[config.mk]
export PLATFORM = sky130hd
export DESIGN_NAME = cbd_decoder
export DESIGN_NICKNAME = d
export VERILOG_FILES = /design/src/rtl/cbd_pkg.sv /design/src/rtl/cbd_hint_match.sv /design/src/rtl/cbd_blk_match.sv /design/src/rtl/cbd_offset_ext.sv /design/src/rtl/cbd_decoder.sv
export SDC_FILE = /design/constraint.sdc
export NUM_CORES = 1
export LEC_CHECK = 0
export ABC_AREA = 0
export BUFFER_PORTS_ARGS = -buffer_cell sky130_fd_sc_hd__buf_4
export CAP_MARGIN = 25
export CORE_AREA = 2 2 56 58
export DETAILED_ROUTE_END_ITERATION = 7
export DIE_AREA = 0 0 58 60
export PLACE_DENSITY = 0.74
export SYNTH_ARGS = -nofsm -noshare
export SYNTH_HDL_FRONTEND = slang
export SYNTH_HIERARCHICAL = 1
export SYNTH_SLANG_ARGS = --single-unit
[constraint.sdc]
create_clock -name vclk -period 4.1
set_input_delay 1.025 -clock vclk [all_inputs]
set_output_delay 1.025 -clock vclk [all_outputs]
set_load 0.02 [all_outputs]
[src/rtl/cbd_pkg.sv]
package cbd_pkg;
  localparam int NCLS = 10;

  typedef enum logic [3:0] {
    CLS_PF_I  = 4'd0,
    CLS_PF_R  = 4'd1,
    CLS_PF_W  = 4'd2,
    CLS_INVAL = 4'd3,
    CLS_CLEAN = 4'd4,
    CLS_FLUSH = 4'd5,
    CLS_ZERO  = 4'd6,
    CLS_ORI   = 4'd7,
    CLS_LQ    = 4'd8,
    CLS_OTHER = 4'd9
  } cls_e;

  localparam logic [6:0] OPC_OPIMM = 7'b0010011;
  localparam logic [6:0] OPC_MISC  = 7'b0001111;
  localparam logic [2:0] F3_OR     = 3'b110;
  localparam logic [2:0] F3_LQ     = 3'b010;
endpackage

[src/rtl/cbd_hint_match.sv]
module cbd_hint_match
  import cbd_pkg::*;
(
  input  logic [31:0] insn,
  output logic        in_space,
  output logic [2:0]  hit
);
  localparam int NHINT = 3;
  localparam logic [4:0] HINT_CODE [NHINT] = '{5'b00000, 5'b00001, 5'b00011};

  logic shape_ok;

  always_comb begin
    in_space = (insn[6:0] == OPC_OPIMM) && (insn[14:12] == F3_OR);
    shape_ok = in_space && (insn[11:7] == 5'd0);
  end

  for (genvar g = 0; g < NHINT; g++) begin : g_hint
    assign hit[g] = shape_ok && (insn[24:20] == HINT_CODE[g]);
  end
endmodule

[src/rtl/cbd_blk_match.sv]
module cbd_blk_match
  import cbd_pkg::*;
(
  input  logic [31:0] insn,
  input  logic        en_mgmt,
  input  logic        en_zero,
  output logic        in_space,
  output logic [3:0]  hit
);
  localparam int NBLK = 4;
  localparam logic [4:0] BLK_CODE [NBLK] = '{5'b00000, 5'b00001, 5'b00010, 5'b00100};

  logic shape_ok;

  always_comb begin
    in_space = (insn[6:0] == OPC_MISC) && (insn[14:12] == F3_LQ);
    shape_ok = in_space && (insn[11:7] == 5'd0) && (insn[31:25] == 7'd0);
  end

  for (genvar g = 0; g < NBLK; g++) begin : g_blk
    if (g < 3) begin : g_mgmt
      assign hit[g] = shape_ok && en_mgmt && (insn[24:20] == BLK_CODE[g]);
    end else begin : g_zero
      assign hit[g] = shape_ok && en_zero && (insn[24:20] == BLK_CODE[g]);
    end
  end

  always_comb begin
    a_r6_gate_mgmt: assert (en_mgmt || (hit[2:0] == 3'b000));
    a_r5_gate_zero: assert (en_zero || !hit[3]);
  end
endmodule

[src/rtl/cbd_offset_ext.sv]
module cbd_offset_ext #(
  parameter int XLEN  = 64,
  parameter int OFS_W = 7
) (
  input  logic [OFS_W-1:0] field,
  input  logic             sel,
  output logic [XLEN-1:0]  offset
);
  localparam int PAD_W = XLEN - OFS_W;

  always_comb begin
    offset = sel ? {{PAD_W{field[OFS_W-1]}}, field} : '0;
  end
endmodule

[src/rtl/cbd_decoder.sv]
module cbd_decoder
  import cbd_pkg::*;
#(
  parameter int XLEN  = 64,
  parameter int OFS_W = 7
) (
  input  logic [31:0]     insn,
  input  logic            en_blk_mgmt,
  input  logic            en_blk_zero,
  output logic [NCLS-1:0] op_class,
  output logic [4:0]      rs1_idx,
  output logic [XLEN-1:0] pf_offset,
  output logic            wb_dirty
);
  logic       hint_space, blk_space;
  logic [2:0] hint_hit;
  logic [3:0] blk_hit;
  logic       is_pf;

  cbd_hint_match u_hint (
    .insn     (insn),
    .in_space (hint_space),
    .hit      (hint_hit)
  );

  cbd_blk_match u_blk (
    .insn     (insn),
    .en_mgmt  (en_blk_mgmt),
    .en_zero  (en_blk_zero),
    .in_space (blk_space),
    .hit      (blk_hit)
  );

  always_comb begin
    is_pf    = |hint_hit;
    op_class = '0;
    op_class[CLS_PF_I]  = hint_hit[0];
    op_class[CLS_PF_R]  = hint_hit[1];
    op_class[CLS_PF_W]  = hint_hit[2];
    op_class[CLS_INVAL] = blk_hit[0];
    op_class[CLS_CLEAN] = blk_hit[1];
    op_class[CLS_FLUSH] = blk_hit[2];
    op_class[CLS_ZERO]  = blk_hit[3];
    op_class[CLS_ORI]   = hint_space && !is_pf;
    op_class[CLS_LQ]    = blk_space && !(|blk_hit);
    op_class[CLS_OTHER] = !hint_space && !blk_space;
    wb_dirty = blk_hit[1] || blk_hit[2];
    rs1_idx  = insn[19:15];
  end

  cbd_offset_ext #(.XLEN(XLEN), .OFS_W(OFS_W)) u_ofs (
    .field  (insn[31:32-OFS_W]),
    .sel    (is_pf),
    .offset (pf_offset)
  );

  always_comb begin
    a_r8_one_class: assert ($onehot(op_class));
    a_r3_offset_quiet: assert ((|op_class[2:0]) || (pf_offset == '0));
    a_r7_writeback: assert (wb_dirty == (op_class[CLS_CLEAN] | op_class[CLS_FLUSH]));
  end
endmodule

# == Word-level counts from Yosys, hierarchy flattened ==
# Index checks and enable logic that the tools add are counted.
# totals
regBits,0
in_bits,34
out_inout_bits,80
elab_cells,36
# op_classes
n_eq_ne,8
mux,1
reduce_logical,27
# ops
operator,count
64-bit 2-to-1 mux,1
1-bit logical AND,17
"5-bit by 2-bit == test with 1-bit output, second input constant",2
5-bit logical NOT,2
"7-bit by 4-bit == test with 1-bit output, second input constant",1
"7-bit by 5-bit == test with 1-bit output, second input constant",1
7-bit logical NOT,1
"5-bit by 1-bit == test with 1-bit output, second input constant",1
"5-bit by 3-bit == test with 1-bit output, second input constant",1
1-bit logical NOT,4
4-bit OR reduction,1
"3-bit by 2-bit == test with 1-bit output, second input constant",1
"3-bit == test, second input constant",1
3-bit OR reduction,1
1-bit logical OR,1

# == Depth between registers and ports, before layout ==
# Gate-level depths: netlist of run 1.
# logic_depth
word_depth,9
ltp_mapped,6
depth_no_buf,5

# == Cells and area by module ==
# The synthesis of run 1 kept the hierarchy.
# by_module_without_submodules
mod,n_inst,cells_per_inst,area_each_um2
cbd_offset_ext,1,64,471.7
cbd_blk_match,1,20,131.4
cbd_decoder,1,11,83.8
cbd_hint_match,1,11,83.8

# == Worst setup path after synthesis of run 1 ==
# No wires, ideal clock.
# synth_timing
path_type,in2out
start,in insn[8]
end,out pf_offset[10]
arrival_ns,3.502
setup_slack_ns,-0.427
stages,6
n_path_buf,1
path_cell_list,nor4_1 -> and4bb_2 -> and4b_1 -> or3_4 -> and2_1 -> buf_4
# synth_via
elab_chain_len,5
word_cells_on_any_way,7
classes_between,mux (1); reduce/logical (6)
# synth_lines
element,line_no,rtl
"start, declared",cbd_decoder.sv:7,"input logic [31:0] insn,"
5-bit logical NOT,cbd_hint_match.sv:15,shape_ok = in_space && (insn[11:7] == 5'd0);
1-bit logical AND,cbd_hint_match.sv:15,
1-bit logical AND,cbd_hint_match.sv:19,assign hit[g] = shape_ok && (insn[24:20] == HINT_CODE[g]);
via op_class[1],cbd_decoder.sv:10,"output logic [NCLS-1:0] op_class,"
3-bit OR reduction,cbd_decoder.sv:35,is_pf = |hint_hit;
via is_pf,cbd_decoder.sv:18,logic is_pf;
64-bit 2-to-1 mux,cbd_offset_ext.sv:12,"offset = sel ? {{PAD_W{field[OFS_W-1]}}, field} : '0;"
"end, declared",cbd_decoder.sv:12,"output logic [XLEN-1:0] pf_offset,"
# The timed path passes the listed nets, and every way through them passes these cells.

# == Final worst setup path of run 1 ==
# layout_timing
start,in insn[12]
end,out pf_offset[6]
# layout_via
elab_chain_len,6
word_cells_on_any_way,8
classes_between,eq/ne (1); mux (1); reduce/logical (6)
# layout_lines
element,line_no,rtl
3-bit == test (*),cbd_hint_match.sv:14,in_space = (insn[6:0] == OPC_OPIMM) && (insn[14:12] == F3_OR);
1-bit logical AND (*),cbd_hint_match.sv:14,
1-bit logical AND (*),cbd_hint_match.sv:15,
1-bit logical AND,cbd_hint_match.sv:19,
3-bit OR reduction (*),cbd_decoder.sv:35,
via is_pf,cbd_decoder.sv:18,
64-bit 2-to-1 mux (*),cbd_offset_ext.sv:12,
# Mark *: on every way through the listed nets, which the timed path passes. The rest lies on a longest branch.

==> flow_metrics.tcl, run 1 <==
set metrics [dict create \
    final-seq-area_sq_um 0 \
    highest-signal-layer "met3" \
    dpl_cell_area_sq_um 1140 \
    critical_path.cell_chain "buf_4 > nand4bb_1 > nor4_1 > and4_1 > or3_4 > and2_4 > buf_4" \
    clkbuf_count 0 \
    routabilityCongestion 0.709 \
    status "finished clean" \
    syn_area_sq_um 771 \
    syn_avg_cell_area_sq_um 7.27 \
    grt_max_degree 59 \
    post_cts_buffers 0 \
    start_util_pct 26.6 \
    min_period_over_period_pct 92.8 \
    min_path_type "primary input to output pin" \
    crit_type "primary input to output pin" \
    vdd_ir_drop_max_mv 0.0195 \
    met3RoutedLength_um 369 \
    drt-met1-wl_um 755 \
    synthTopCellsByArea "buf_4 60%, nor4_1 8.1%, and2_1 5.7%" \
    finish.instance_area_sq_um 1140 \
    arrival_ns 2.78 \
    hold_viol 0 \
    setup_slack_ns 0.294 \
    path_common_cell "buf_4" \
    hp-start "insn[15]" \
    wl_met2_um 867 \
    hpwl_um 1740 \
    grt_pass1_vias 566 \
    drt-wirelength-per-cell_um 10.9 \
    power_density_nw_per_um2 28.5 \
    synth_area_leader_cell "buf_4" \
    slowest_delay_ns 0.46 \
    startpoint_type "primary input" \
    cpLargestDelayFamily "simple AND/OR/NAND/NOR gates" \
    avgViaCountPerCell 4.21 \
    drc 0 \
    relSlewSlack_pct 66.5 \
    nFillCells 316 \
    setup_viol 0 \
    crit_path_start "insn[12]" \
    max_cap_viol_count 0 \
    seq_cell_count 0 \
    required_ns 3.07 \
    drtAntennaViolNets 0 \
    crit_buf_inv 2 \
    dp.cells 182 \
    io_buffers 104 \
    ys_warn_count 6 \
    syn-num-nets 140 \
    die-area_sq_um 3480 \
    final_nets 185 \
    coreArea_sq_um 2900 \
    worstPathMaxFanout 58 \
    grt_pass1_wl_um 2570 \
    fin_cells 182 \
    diodes 0 \
    fin_crit_ns 3.81 \
    critPathSlowestCell "and2_4" \
    cp-end-kind "output pin" \
    fp.dieH_um 60 \
    ios 114 \
    grt_overflow 0 \
    syn2layout_area_growth_pct 47.6 \
    drt_iter0_drc 14 \
    cts_resized 1 \
    worst_slew_pin_slew_ns 0.502 \
    ys_types 21 \
    yosysTopAreaCellShare_pct 60.4 \
    drive_gt1_share_pct 75.2 \
    ys_seq_area_share_pct 0 \
    synth_cells 106 \
    fmax_mhz 263 \
    rows 20 \
    holdWs_ns 2.05 \
    die_w_um 58 \
    num_vias 767 \
    slew_viol_final 0 \
    grt_usage_pct 9.10 \
    finalWirelength_um 1990 \
    dpl_worst_slack_ns -0.0295 \
    drtPass1Iterations 3 \
    ctsHoldBuffers 0 \
    leakage_nw 0.640 \
    antenna_found_initial 0 \
    rsz0062_at_grt "no" \
]
## layer usage
metal | GRT usage (%) | vias to the layer above
met1 | 12.0 | 317
met5 | 0 | -
li1 | - | 386
met4 | 0 | 0
met2 | 16.2 | 64
met3 | 1.95 | 0
## synthesized netlist by cell type
library cell,n
nand4_1,1
nor4_1,10
nand3b_1,2
buf_4,62
or4bb_1,1
and4bb_2,1
nor4b_2,2
nand2_1,1
nand4bb_1,1
nor2_1,8
nand4b_1,1
inv_1,1
or2_4,1
nand3_1,1
nand3_2,1
and4_1,1
and3_1,1
and2_1,7
nor2b_1,1
or3_4,1
and4b_1,1
## report_power, final
part | internal (W) | total, W | leakage (nW) | switching [W]
Sequential | 0 | 0 | 0 | 0
Clock | 0 | 0 | 0 | 0
Combinational | 0.0000213 | 0.0000324 | 0.640 | 0.0000111
## final timing paths
| kind | endpoint | slack (ns) | cells after the start |
|---|---|---|---|
| setup / recovery | pf_offset[6] | 0.29 | 7 |
| hold / removal | rs1_idx[0] | 2.05 | 0 |
## cell type report
type / instances / area [sq um] / share of cell area, %
timing repair buffer: 105 / 788 / 69.3
multi-input combinational: 43 / 304 / 26.7
tap: 33 / 41.3 / 3.63
inverter: 1 / 3.75 / 0.330
## kinds of logic (layout without fill, tap and decap cells)
family / count (synthesis) / after routing / share of synthesized area (%)
buffers and inverters: 63 / 106 / 60.9
AND/OR/NAND/NOR: 43 / 43 / 39.1
## placed cells by master, fill, tap and decap left out
cell type and n:
and4b_1 1, nor2_1 8, nand2_1 1, nand3b_1 2, nand4b_1 1, and4_1 1, and4bb_2 1, nand3_1 1
nand4bb_1 1, and2_1 6, nand4_1 1, or2_4 1, inv_1 1, or4bb_1 1, nor4b_2 2, and2_4 1
and3_1 1, buf_4 105, nor4_1 10, or3_4 1, nor2b_1 1, nand3_2 1
## through the flow
stage | setup TNS (ns) | power, W | utilization (%)
6_report | 0 | 0.0000324 | 39.2
4_1_cts | 0 | 0.0000326 | 39.2
2_1_floorplan | 0 | 0.0000129 | -
3_3_place_gp | 0 | 0.0000320 | 39.1
5_1_grt | 0 | 0.0000357 | 39.2
3_5_place_dp | -1.58 | 0.0000325 | 39.1
No activity file was read; power rests on OpenSTA's default activity.
==> inputs of run 2 (changes only) <==
--- a/config.mk
+++ b/config.mk
@@ -12,6 +12,7 @@
 export DETAILED_ROUTE_END_ITERATION = 7
 export DIE_AREA = 0 0 58 60
 export PLACE_DENSITY = 0.74
+export SETUP_SLACK_MARGIN = 0.3
 export SYNTH_ARGS = -nofsm -noshare
 export SYNTH_HDL_FRONTEND = slang
 export SYNTH_HIERARCHICAL = 1
==> run 2 against run 1 <==
Total power grew 2.1%. Critical endpoint is now pf_offset[40]. Routed wire length up 11%. Largest power group unchanged. Final area grew 2.0%. Highest routed layer unchanged. Sequential share of layout area unchanged. Worst hold slack about the same.
==> flow_metrics.tcl, run 2 (synthesis results as in run 1) <==
set metrics [dict create \
    layout_commonest_cell "buf_4" \
    hold_viol 0 \
    crit_type "primary input to output pin" \
    ios 114 \
    finalWirelength_um 2210 \
    cp-end-kind "output pin" \
    fin_setup_tns_ns 0 \
    min_path_cells 0 \
    p_total_w 0.0000331 \
    drc 0 \
    power_density_nw_per_um2 28.5 \
    multiInputGateArea_sq_um 334 \
    start_util_pct 26.6 \
    io_buffers 104 \
    ctsHoldBuffers 0 \
    status "finished clean" \
    drt_iter0_drc 7 \
    min_period_over_period_pct 88.8 \
    rows 20 \
    arrival_ns 2.61 \
    final_nets 187 \
    switching_share_pct 35.3 \
    drtAntennaViolNets 0 \
    crit_path_start "insn[8]" \
    power.clock.fraction_pct 0 \
    power_frac_comb_pct 100.0 \
    avgViaCountPerCell 4.46 \
    nFillCells 305 \
    rsz0062_at_grt "yes" \
    fp.dieH_um 60 \
    grt_pass1_vias 651 \
    p_seq_share_pct 0 \
    min_path_type "primary input to output pin" \
    fin_cells 184 \
    fmax_mhz 275 \
    coreArea_sq_um 2900 \
    p_sw_w 0.0000117 \
    final-seq-area_sq_um 0 \
    min_delay_worst_endpoint "rs1_idx[4]" \
    drive_gt1_share_pct 76.2 \
    drtPass1Iterations 2 \
    grt_overflow 0 \
    antenna_found_initial 0 \
    relSlewSlack_pct 70.3 \
    startpoint_type "primary input" \
    setup_viol 0 \
    internal-power_w 0.0000214 \
    fin_crit_ns 3.64 \
    vdd_ir_drop_max_mv 0.0226 \
    diodes 0 \
    worst_slew_pin_slew_ns 0.442 \
    routabilityCongestion 0.685 \
    grt_pass1_wl_um 2980 \
    hp-start "insn[19]" \
    die_w_um 58 \
    seq_cell_count 0 \
    leakage_nw 0.647 \
    die-area_sq_um 3480 \
    drt-wirelength-per-cell_um 12.0 \
    most-common-layout-cells "104 x buf_4, 9 x nor4_1, 8 x nor2_1" \
    slew_viol_final 0 \
    required_ns 3.07 \
    dp.cells 181 \
    num_vias 821 \
    grt_usage_pct 10.6 \
    max_cap_viol_count 0 \
    grt_max_degree 30 \
    post-route-util_pct 40.0 \
    clkbuf_count 0 \
    worstPathMaxFanout 14 \
    syn2layout_area_growth_pct 50.5 \
]
## run 2: changes by cell type in the layout (fill, tap and decap cells not counted)
| cell | delta |
|---|---|
| and2_2 | +2 |
| and2_4 | +1 |
| buf_4 | -1 |
| nor4_1 | -1 |
| nor4_2 | +1 |
## run 2: what timing repair did
action	in CTS	in global routing
pin swaps	1	2
resized for setup	1	1
cloned	1	2
buffers inserted	0	0
endpoints found under the setup margin	58	58
endpoints found under the hold margin	0	0
## run 2: worst max-delay path by stage
| stage | end | slack [ns] |
|---|---|---|
| 2_1_floorplan | pf_offset[10] | 0.39 |
| 3_3_place_gp | pf_offset[45] | 0.30 |
| 3_5_place_dp | pf_offset[40] | 0.25 |
| 4_1_cts | pf_offset[40] | 0.43 |
| 5_1_grt | pf_offset[40] | 0.29 |
| 6_report | pf_offset[40] | 0.46 |
## run 2: worst max-delay path: stages
cell	delay [ns]
buf_4	0.11
nor4_1	0.29
and4bb_2	0.28
and4b_1	0.23
or3_4	0.18
and2_2	0.30
buf_4	0.19
## run 2: through the flow
step	hold WS, ns	setup WS, ns	instance area (sq um)
final	2.05	0.461	1160
after global routing	2.05	0.295	1160
after CTS	2.05	0.429	1140
after detailed placement	2.05	0.251	1130
after global placement	2.05	0.301	1130
after floorplan	2.16	0.388	773
## run 2: metal layers
metal / vias up / routed length (um) / global-route usage [%]
li1: 392 / - / -
met1: 364 / 807 / 13.0
met2: 65 / 1080 / 20.3
met3: 0 / 324 / 2.16
met4: 0 / 0 / 0
met5: - / 0 / 0
## run 2: power groups by stage
| stage | Combinational (W) | Clock, W | Sequential, W |
|---|---|---|---|
| global placement | 0.0000322 | 0 | 0 |
| floorplan | 0.0000129 | 0 | 0 |
| finish | 0.0000331 | 0 | 0 |
| detailed placement | 0.0000325 | 0 | 0 |
| CTS | 0.0000327 | 0 | 0 |
| global route | 0.0000367 | 0 | 0 |
## run 2: area by class of cell
class / count / area share (%)
Timing Repair Buffer: 104 / 67.3
Multi-Input combinational cell: 46 / 28.8
Tap cell: 33 / 3.56
Inverter: 1 / 0.324
==> inputs of run 3 (changes only) <==
--- a/config.mk
+++ b/config.mk
@@ -5,13 +5,13 @@
 export SDC_FILE = /design/constraint.sdc
 export NUM_CORES = 1
 export LEC_CHECK = 0
-export ABC_AREA = 0
+export ABC_AREA = 1
 export BUFFER_PORTS_ARGS = -buffer_cell sky130_fd_sc_hd__buf_4
 export CAP_MARGIN = 25
-export CORE_AREA = 2 2 56 58
+export CORE_AREA = 2 2 57 59
 export DETAILED_ROUTE_END_ITERATION = 7
-export DIE_AREA = 0 0 58 60
-export PLACE_DENSITY = 0.74
+export DIE_AREA = 0 0 59 61
+export PLACE_DENSITY = 0.76
 export SETUP_SLACK_MARGIN = 0.3
 export SYNTH_ARGS = -nofsm -noshare
 export SYNTH_HDL_FRONTEND = slang
==> run 3 against run 2 <==
Global-route usage fell by 1.1 points. Count of clock-buffer cells in the layout did not move. Synthesized area rose by 13%. Core utilization rose by 2.6 points. Worst hold slack barely moved.
==> flow_metrics.tcl, run 3 <==
set metrics [dict create \
    hold_viol 0 \
    grt_pass1_wl_um 2780 \
    ys_warn_count 6 \
    diodes 0 \
    grt_pass1_vias 683 \
    hpwl_um 1830 \
    most-common-layout-cells "104 x buf_4, 24 x nor2_1, 19 x inv_1" \
    critical_path.cell_chain "buf_4 > nor2_1 > nand2_1 > nor2_1 > nand3_2 > nor2_2 > nor2_2 > nand2_2 > nand2_1 > clkinvlp_4 > buf_12 > buf_4" \
    leakage_nw 0.771 \
    worst_slew_pin_slew_ns 0.331 \
    drc 0 \
    drtAntennaViolNets 0 \
    relSlewSlack_pct 77.7 \
    final_nets 228 \
    startpoint_type "primary input" \
    critPathSlowestCell "buf_12" \
    rsz0062_at_grt "no" \
    synthTopCellsByArea "buf_4 54%, nor2_1 12%, inv_1 8.6%" \
    fp.dieH_um 61 \
    setup_viol 0 \
    clkbuf_count 0 \
    cp-end-kind "output pin" \
    drive_gt1_share_pct 63.5 \
    post_cts_buffers 0 \
    drt-wirelength-per-cell_um 9.13 \
    synth_common_cells "62 x buf_4, 27 x nor2_1, 20 x inv_1, 18 x nand2_1, 6 x nor2_2" \
    final-seq-area_sq_um 0 \
    crit_buf_inv 4 \
    drtPass1Iterations 4 \
    num_vias 898 \
    worstPathMaxFanout 58 \
    avgViaCountPerCell 3.99 \
    antenna_found_initial 0 \
    drt_iter0_drc 20 \
    fmax_mhz 287 \
    routabilityCongestion 0.755 \
    finalWirelength_um 2060 \
    ys_seq_area_share_pct 0 \
    syn_avg_cell_area_sq_um 5.83 \
    coreArea_sq_um 2950 \
    ctsHoldBuffers 0 \
    post-route-util_pct 42.5 \
    layout_commonest_cell "buf_4" \
    grt_usage_pct 9.57 \
    grt_max_degree 59 \
    seq_cell_count 0 \
    fin_setup_tns_ns 0 \
    holdWs_ns 2.05 \
    die-area_sq_um 3600 \
    fin_crit_ns 3.49 \
    slowest_delay_ns 0.21 \
    io_buffers 104 \
    status "finished clean" \
    cts_resized 0 \
    syn-num-nets 183 \
    ios 114 \
    start_util_pct 29.4 \
    synth_area_leader_cell "buf_4" \
    syn_area_sq_um 868 \
    slew_viol_final 0 \
    max_cap_viol_count 0 \
    power_density_nw_per_um2 30.6 \
    grt_overflow 0 \
    min_period_over_period_pct 85.1 \
    ys_types 15 \
    min_path_type "primary input to output pin" \
    syn2layout_area_growth_pct 44.7 \
    rows 20 \
    arrival_ns 2.46 \
    die_w_um 59 \
    yosysTopAreaCellShare_pct 53.6 \
    synth.most_common_cell "buf_4" \
    cpLargestDelayFamily "simple AND/OR/NAND/NOR gates" \
    crit_type "primary input to output pin" \
    synth_cells 149 \
    vdd_ir_drop_max_mv 0.0230 \
    required_ns 3.07 \
]
==> run 3: cell count changes after synthesis, sizes merged, moves of 3 or more <==
cell   delta
and2      -6
nor2     +26
nand2    +19
nand4     +3
nor4      -9
inv      +19
nand3     +3
==> run 3: logic make-up after synthesis <==
logic type	synth area share, %
and+or+nand+nor	37.8
buffers and inverters	62.2
==> run 3: final cells by class <==
type               count  area, sq um
fillers              315         1700
inverters             20         78.8
multi-input cells     67          335
well taps             33         41.3
repair buffers       105          801
==> run 3: path summary, 6_finish.rpt <==
check	cells after the start	from	slack [ns]	to
worst max-delay path	12	insn[10]	0.61	pf_offset[9]
worst min-delay path	0	insn[16]	2.05	rs1_idx[1]
==> run 3: where the power goes <==
group	total [W]	switching, W	internal (W)
Sequential	0	0	0
Clock	0	0	0
Combinational	0.0000385	0.0000161	0.0000224
Total	0.0000385	0.0000161	0.0000224
==> run 3: layer usage <==
metal  GRT usage [%]  share of wire, %  up-vias
li1                -                 -      470
met1            10.1                37      355
met2            19.2                45       73
met3            3.20                17        0
met4           0.325                 0        0
met5               0                 0        -
==> run 3: metrics by stage <==
stage	total power (W)	instances	cell area, sq um	setup slack (ns)
global route	0.0000435	225	1260	0.391
floorplan	0.0000178	149	880	0.379
detailed placement	0.0000386	225	1260	0.579
global placement	0.0000381	225	1260	0.640
finish	0.0000385	225	1260	0.611
CTS	0.0000387	225	1260	0.578
